===== config.mk =====
export PLATFORM = sky130hd
export DESIGN_NAME = vat_front
export DESIGN_NICKNAME = d
export VERILOG_FILES = /design/src/rtl/vat_pkg.sv /design/src/rtl/vat_win_match.sv /design/src/rtl/vat_canon_chk.sv /design/src/rtl/vat_exc_map.sv /design/src/rtl/vat_front.sv
export SDC_FILE = /design/constraint.sdc
export NUM_CORES = 1
export LEC_CHECK = 0
export CORE_AREA = 2 2 214 216
export CTS_CLUSTER_SIZE = 16
export DETAILED_ROUTE_END_ITERATION = 16
export DIE_AREA = 0 0 216 218
export GPL_TIMING_DRIVEN = 0
export REMOVE_ABC_BUFFERS = 1
export SYNTH_ARGS = -nofsm -noshare
export SYNTH_HDL_FRONTEND = slang
export SYNTH_SLANG_ARGS = --single-unit

===== constraint.sdc =====
create_clock -name clk -period 6.35 [get_ports clk]
set_clock_uncertainty 0.2 [all_clocks]
set_input_delay 1.27 -clock clk [delete_from_list [all_inputs] [get_ports clk]]
set_output_delay 1.27 -clock clk [all_outputs]
set_load 0.01 [all_outputs]

===== src/rtl/vat_pkg.sv =====
package vat_pkg;

   typedef enum logic [1:0] {
      ACC_LOAD  = 2'd0,
      ACC_STORE = 2'd1,
      ACC_FETCH = 2'd2,
      ACC_RSVD  = 2'd3
   } acc_e;

   // Result codes returned by the TLB; the values are the interface contract
   typedef enum logic [2:0] {
      TR_OK      = 3'd0,
      TR_BADADDR = 3'd1,
      TR_NOMATCH = 3'd2,
      TR_INVALID = 3'd3,
      TR_DIRTY   = 3'd4,
      TR_NOREAD  = 3'd5,
      TR_NOEXEC  = 3'd6,
      TR_PRIV    = 3'd7
   } tres_e;

   typedef enum logic [3:0] {
      EX_NONE     = 4'd0,
      EX_PINV_LD  = 4'd1,
      EX_PINV_ST  = 4'd2,
      EX_PINV_IF  = 4'd3,
      EX_MODIFY   = 4'd4,
      EX_NOREAD   = 4'd5,
      EX_NOEXEC   = 4'd6,
      EX_PRIV     = 4'd7,
      EX_ADDR_IF  = 4'd8,
      EX_ADDR_MEM = 4'd9
   } exc_e;

   typedef enum logic [1:0] {
      PATH_DIRECT = 2'd0,
      PATH_WINDOW = 2'd1,
      PATH_TLB    = 2'd2,
      PATH_BAD    = 2'd3
   } path_e;

   typedef enum logic [1:0] {
      ST_IDLE   = 2'd0,
      ST_LOOKUP = 2'd1,
      ST_DONE   = 2'd2
   } state_e;

endpackage


===== src/rtl/vat_win_match.sv =====
module vat_win_match #(
   parameter int HI_W      = 16,
   parameter int NUM_WIN   = 4,
   parameter int IDX_W     = 2,
   parameter bit LOW_FIRST = 1'b1
) (
   input  logic [HI_W-1:0]         addr_hi,
   input  logic                    user,
   input  logic [NUM_WIN-1:0]      en_k,
   input  logic [NUM_WIN-1:0]      en_u,
   input  logic [NUM_WIN*HI_W-1:0] bases,
   output logic                    hit,
   output logic [IDX_W-1:0]        idx
);

   logic [NUM_WIN-1:0] hv;

   for (genvar i = 0; i < NUM_WIN; i++) begin : g_win
      logic mode_ok;
      assign mode_ok = user ? en_u[i] : en_k[i];
      assign hv[i]   = mode_ok && (bases[i*HI_W +: HI_W] == addr_hi);
   end

   if (LOW_FIRST) begin : g_low_first
      always_comb begin
         idx = '0;
         for (int i = NUM_WIN - 1; i >= 0; i--) begin
            if (hv[i]) idx = IDX_W'(i);
         end
      end
   end else begin : g_high_first
      always_comb begin
         idx = '0;
         for (int i = 0; i < NUM_WIN; i++) begin
            if (hv[i]) idx = IDX_W'(i);
         end
      end
   end

   assign hit = |hv;

endmodule


===== src/rtl/vat_canon_chk.sv =====
module vat_canon_chk #(
   parameter int HI_W = 16
) (
   input  logic [HI_W-1:0] hi,
   output logic            ok
);

   assign ok = (&hi) | (~|hi);

endmodule


===== src/rtl/vat_exc_map.sv =====
module vat_exc_map
   import vat_pkg::*;
(
   input  tres_e code,
   input  acc_e  acc,
   output exc_e  exc,
   output logic  fault,
   output logic  refill
);

   always_comb begin
      unique case (code)
         TR_OK: exc = EX_NONE;
         TR_NOMATCH, TR_INVALID: begin
            case (acc)
               ACC_STORE: exc = EX_PINV_ST;
               ACC_FETCH: exc = EX_PINV_IF;
               default:   exc = EX_PINV_LD;
            endcase
         end
         TR_DIRTY:  exc = EX_MODIFY;
         TR_NOREAD: exc = EX_NOREAD;
         TR_NOEXEC: exc = EX_NOEXEC;
         TR_PRIV:   exc = EX_PRIV;
         default:   exc = (acc == ACC_FETCH) ? EX_ADDR_IF : EX_ADDR_MEM;
      endcase
   end

   assign fault  = (code != TR_OK);
   assign refill = (code == TR_NOMATCH);

endmodule


===== src/rtl/vat_front.sv =====
module vat_front
   import vat_pkg::*;
#(
   parameter int VA_W          = 64,
   parameter int VSPACE_W      = 48,
   parameter int PA_W          = 48,
   parameter int NUM_WIN       = 4,
   parameter int PAGE_SHIFT    = 12,
   parameter bit LOW_WIN_FIRST = 1'b1,
   localparam int HI_W      = VA_W - VSPACE_W,
   localparam int WIN_IDX_W = (NUM_WIN > 1) ? $clog2(NUM_WIN) : 1,
   localparam int DP_SH     = PAGE_SHIFT + 1,
   localparam int VPPN_W    = VSPACE_W - DP_SH
) (
   input  logic                    clk,
   input  logic                    rst_n,
   input  logic                    req_valid,
   output logic                    req_ready,
   input  logic [VA_W-1:0]         req_vaddr,
   input  logic [1:0]              req_acc,
   input  logic                    req_user,
   input  logic                    direct_en,
   input  logic                    paging_en,
   input  logic                    dbg_hold,
   input  logic [NUM_WIN-1:0]      win_en_k,
   input  logic [NUM_WIN-1:0]      win_en_u,
   input  logic [NUM_WIN*HI_W-1:0] win_hi,
   output logic                    tlb_req_valid,
   output logic [VA_W-1:0]         tlb_req_vaddr,
   output logic [1:0]              tlb_req_acc,
   input  logic                    tlb_rsp_valid,
   input  logic [2:0]              tlb_rsp_code,
   input  logic [PA_W-1:0]         tlb_rsp_paddr,
   input  logic [2:0]              tlb_rsp_prot,
   output logic                    rsp_valid,
   output logic                    rsp_fault,
   output logic [3:0]              rsp_exc,
   output logic [PA_W-1:0]         rsp_paddr,
   output logic [2:0]              rsp_prot,
   output logic [1:0]              rsp_path,
   output logic [WIN_IDX_W-1:0]    rsp_win,
   output logic                    refill_flag,
   output logic [VA_W-1:0]         refill_badv,
   output logic [VPPN_W-1:0]       refill_vppn,
   output logic [VA_W-1:0]         flt_badv,
   output logic [VA_W-1:0]         flt_ehi
);

   initial begin
      if (PA_W > VSPACE_W || HI_W < 1 || NUM_WIN < 1 || DP_SH >= VSPACE_W)
         $fatal(1, "vat_front: inconsistent width parameters");
   end

   state_e               state;
   logic [VA_W-1:0]      rq_vaddr;
   logic [1:0]           rq_acc;

   logic                 acc_fire;
   logic                 loc_direct;
   logic                 win_hit;
   logic [WIN_IDX_W-1:0] win_idx;
   logic                 canon_ok;
   logic                 in_lookup;
   tres_e                map_code;
   acc_e                 map_acc;
   exc_e                 map_exc;
   logic                 map_fault;
   logic                 map_refill;
   logic [VA_W-1:0]      flt_vaddr;
   logic                 fault_evt;

   assign req_ready     = (state == ST_IDLE);
   assign rsp_valid     = (state == ST_DONE);
   assign in_lookup     = (state == ST_LOOKUP);
   assign tlb_req_valid = in_lookup;
   assign tlb_req_vaddr = rq_vaddr;
   assign tlb_req_acc   = rq_acc;

   assign acc_fire   = req_valid && req_ready;
   assign loc_direct = direct_en && !paging_en;

   vat_win_match #(
      .HI_W      (HI_W),
      .NUM_WIN   (NUM_WIN),
      .IDX_W     (WIN_IDX_W),
      .LOW_FIRST (LOW_WIN_FIRST)
   ) win_i (
      .addr_hi (req_vaddr[VA_W-1:VSPACE_W]),
      .user    (req_user),
      .en_k    (win_en_k),
      .en_u    (win_en_u),
      .bases   (win_hi),
      .hit     (win_hit),
      .idx     (win_idx)
   );

   vat_canon_chk #(.HI_W(HI_W)) canon_i (
      .hi (req_vaddr[VA_W-1:VSPACE_W]),
      .ok (canon_ok)
   );

   // One mapper serves both the local bad-address case and the TLB reply
   assign map_code  = in_lookup ? tres_e'(tlb_rsp_code) : TR_BADADDR;
   assign map_acc   = in_lookup ? acc_e'(rq_acc) : acc_e'(req_acc);
   assign flt_vaddr = in_lookup ? rq_vaddr : req_vaddr;

   vat_exc_map exc_i (
      .code   (map_code),
      .acc    (map_acc),
      .exc    (map_exc),
      .fault  (map_fault),
      .refill (map_refill)
   );

   assign fault_evt = (acc_fire && !loc_direct && !win_hit && !canon_ok)
                    || (in_lookup && tlb_rsp_valid && map_fault);

   always_ff @(posedge clk) begin
      if (!rst_n) begin
         state     <= ST_IDLE;
         rq_vaddr  <= '0;
         rq_acc    <= '0;
         rsp_fault <= 1'b0;
         rsp_exc   <= '0;
         rsp_paddr <= '0;
         rsp_prot  <= '0;
         rsp_path  <= '0;
         rsp_win   <= '0;
      end else begin
         unique case (state)
            ST_IDLE: begin
               if (acc_fire) begin
                  rq_vaddr <= req_vaddr;
                  rq_acc   <= req_acc;
                  rsp_win  <= '0;
                  if (loc_direct || win_hit) begin
                     state     <= ST_DONE;
                     rsp_fault <= 1'b0;
                     rsp_exc   <= EX_NONE;
                     rsp_paddr <= req_vaddr[PA_W-1:0];
                     rsp_prot  <= 3'b111;
                     rsp_path  <= loc_direct ? PATH_DIRECT : PATH_WINDOW;
                     if (!loc_direct) rsp_win <= win_idx;
                  end else if (!canon_ok) begin
                     state     <= ST_DONE;
                     rsp_fault <= 1'b1;
                     rsp_exc   <= map_exc;
                     rsp_paddr <= '0;
                     rsp_prot  <= '0;
                     rsp_path  <= PATH_BAD;
                  end else begin
                     state <= ST_LOOKUP;
                  end
               end
            end
            ST_LOOKUP: begin
               if (tlb_rsp_valid) begin
                  state     <= ST_DONE;
                  rsp_fault <= map_fault;
                  rsp_exc   <= map_exc;
                  rsp_paddr <= map_fault ? '0 : tlb_rsp_paddr;
                  rsp_prot  <= map_fault ? '0 : tlb_rsp_prot;
                  rsp_path  <= PATH_TLB;
               end
            end
            default: state <= ST_IDLE;
         endcase
      end
   end

   // Fault capture: refill set on a miss, ordinary set on everything else
   always_ff @(posedge clk) begin
      if (!rst_n) begin
         refill_flag <= 1'b0;
         refill_badv <= '0;
         refill_vppn <= '0;
         flt_badv    <= '0;
         flt_ehi     <= '0;
      end else if (fault_evt) begin
         if (map_refill) begin
            refill_flag <= 1'b1;
            refill_badv <= flt_vaddr;
            refill_vppn <= flt_vaddr[VSPACE_W-1:DP_SH];
         end else begin
            refill_flag <= 1'b0;
            if (!dbg_hold) flt_badv <= flt_vaddr;
            flt_ehi <= {flt_vaddr[VA_W-1:DP_SH], {DP_SH{1'b0}}};
         end
      end
   end

endmodule


==> results_dict.tcl <==
set metrics [dict create \
    synth_top_flop_cell "dfxtp_1" \
    ant_nets 0 \
    numCtsBuffers 38 \
    tightest_slew_ns 0.977 \
    slew_headroom 0.343 \
    synth_cells 1643 \
    p_clk_frac 0.426 \
    clkLatencyLatePin_ns 0.55 \
    hold_ws_ns 0.255 \
    synth-seq-cells 308 \
    routed_wl_um 57900 \
    via_per_inst 5.11 \
    drt_drc_violations_left 0 \
    globalplace.congestion 0.839 \
    hold_depth 2 \
    crit_family "simple AND/OR/NAND/NOR gates" \
    layoutNonFillerInstCount 2684 \
    yosysWarnings 0 \
    ir_drop_v 0.000187 \
    grt_start_max_net_pins 112 \
    syn_area_per_cell_um2 8.59 \
    die_h_um 218 \
    synth-edff-count 0 \
    dr.pass1.iters 5 \
    p_sw_frac 0.264 \
    ios 557 \
    crit_fanout 57 \
    clockRootBuffer "clkbuf_16" \
    hold_path.class "register to register" \
    clockBufferDepth 3 \
    reg2reg_depth 6 \
    dp_cells 2617 \
    dpl-instance-area_um2 19700 \
    maxSlewViolCount 0 \
    ctsHtreeMaxLevel 2 \
    cp-start-kind "input port" \
    synth_cell_type_count 51 \
    max_stage_delay_ns 0.83 \
    tritoncts "built" \
    grt_first_pass_wirelength_um 85600 \
    ff2ff_setup_slack_ns 2.28 \
    area_delta_synth_final_pct 48.0 \
    p_switching_mw 1.32 \
    diodes 0 \
    dieArea_um2 47100 \
    clk_pin_slew_ns 0.05 \
    die_w_um 216 \
    path_buf_inv 1 \
    hold_viol_final 0 \
    antenna_found_initial 3 \
    critical_path.cell_chain "clkdlybuf4s50_1, xnor2_1, nand4_1, nor4_2, nand2_2, nand4_4, and2_4, o221a_1" \
    layout_common_cells "542 x clkdlybuf4s50_1, 439 x nand2_1, 308 x dfxtp_1" \
    postCtsSetupBuffers 0 \
    status "complete, no violations" \
    layout-drive-gt1-share 0.0504 \
    crit_required_ns 6.63 \
    fin_nets 2259 \
    min_period_ns 5.06 \
    p_seq_frac 0.417 \
    avgRoutedWirePerCell_um 21.6 \
    power.share.combinational 0.157 \
    endpoint_kind "register" \
    final-setup-viol-count 0 \
    track_usage 0.236 \
    p_per_area_nw_per_um2 239 \
    grt_pass1_vias 13600 \
    path_class "input port to register" \
    ctsResizeCount 0 \
    fmax_ghz 0.198 \
    synthArstFlopShare 0 \
    layout_commonest_cell "clkdlybuf4s50_1" \
    drt_iter0_drc 921 \
    cap_violations 0 \
    initial_core_util 0.314 \
    ys_seq_area_frac 0.437 \
    power.leakage_nw 8.28 \
    grt.overflow.total 0 \
    vias 13700 \
    cp_data_arrival_time_ns 5.34 \
    design_area_um2 20900 \
    synth_area_um2 14100 \
    fp.coreArea_um2 44900 \
    final.period_utilization 0.796 \
    port_buffers 543 \
    rsz0062_at_grt "no" \
    cp_slowest_cell "and2_4" \
    rows 78 \
    dpl.hpwl_um 39500 \
    p_int_mw 3.67 \
    postCtsHoldBufs 0 \
    path_depth 8 \
    cts.sinks 308 \
]
==> metal layers <==
metal / vias up / wire length [µm] / GRT usage
met5: - / 37 / 0
met4: 6 / 2440 / 0.107
met3: 129 / 4300 / 0.0565
met2: 555 / 27200 / 0.396
met1: 6588 / 23900 / 0.288
li1: 6432 / - / -
==> area by class of cell <==
class | count | area, µm²
clock buffer | 52 | 1050
clock inverter | 15 | 151
fill | 4288 | 24000
inverter | 5 | 23.8
multi-input combinational | 1138 | 6870
sequential | 308 | 6170
tap | 600 | 751
timing repair buffer | 566 | 5860
==> Yosys cell counts (all sizes together), types with 2 or more instances <==
cell | number | area share
clkbuf | 87 | 0.023
o31ai | 12 | 0.0064
dfxtp | 308 | 0.44
o211a | 47 | 0.033
and3 | 5 | 0.0022
o211ai | 3 | 0.0016
nand2b | 5 | 0.0022
a21oi | 77 | 0.027
xor2 | 34 | 0.021
o22a | 3 | 0.0019
nand3 | 70 | 0.025
ha | 2 | 0.0018
nor3 | 6 | 0.0021
a211o | 13 | 0.0081
xnor2 | 30 | 0.019
o21ai | 68 | 0.024
a21o | 35 | 0.019
a211oi | 4 | 0.0032
nor4 | 16 | 0.0084
buf | 117 | 0.061
a31o | 35 | 0.022
inv | 5 | 0.0013
o221a | 14 | 0.011
nand4 | 59 | 0.028
and2 | 18 | 0.0082
nor2 | 9 | 0.0024
mux2i | 106 | 0.075
nand2 | 442 | 0.12
==> worst paths after layout <==
path,to,startpoint
min reg2reg,flt_badv[13],flt_badv[13]
max,rsp_path[1],req_vaddr[49]
max reg2reg,rsp_path[1],state[0]
min,flt_badv[13],flt_badv[13]
==> power groups by stage <==
stage	Combinational, mW	Sequential, mW	Clock [mW]
after floorplan	0.262	2.16	0
after global placement	0.796	2.12	0
after detailed placement	0.784	2.12	0
after CTS	0.788	2.08	2.18
after global routing	0.835	2.09	2.25
final	0.785	2.08	2.13
==> state kept, by name, indices dropped and copies added (netlist names) <==
| name | cells |
|---|---|
| flt_ehi | 51 |
| rsp_win | 2 |
| rsp_fault | 1 |
| refill_badv | 64 |
| state | 2 |
| rsp_path | 2 |
| tlb_req_vaddr | 64 |
| rsp_paddr | 48 |
| rsp_exc | 4 |
| flt_badv | 64 |
| tlb_req_acc | 2 |
| rsp_prot | 3 |
| refill_flag | 1 |
==> per-stage QoR <==
step / utilization / TNS, ns / total power [mW] / worst slack, ns
after detailed placement: 0.438 / 0 / 2.91 / 0.845
after floorplan: - / -82.84 / 2.42 / -1.38
final: 0.465 / 0 / 4.99 / 1.29
after global placement: 0.427 / -2320.17 / 2.91 / -9.38
after global routing: 0.465 / 0 / 5.17 / 1.12
after CTS: 0.465 / 0 / 5.04 / 1.42
==> worst reg2reg max path, delay by kind of cell, from the launching register on <==
kind	cells	cell delay, ns
and+or+nand+nor	4	2.44
buffers and inverters	1	0.60
DFF	1	0.41
AOI/OAI and AO/OA	1	0.37
==> kinds of logic after synthesis <==
logic type	Yosys count	synth area share
AO/OA/AOI/OAI	320	0.163
XOR/XNOR	64	0.0397
adder cells (fa/ha/maj)	2	0.00177
buffers and inverters	209	0.0852
flip-flops	308	0.437
multiplexers	106	0.0752
other	1	0.000266
AND/OR/NAND/NOR	633	0.197
Note: power is estimated with default switching activity, not from simulation.
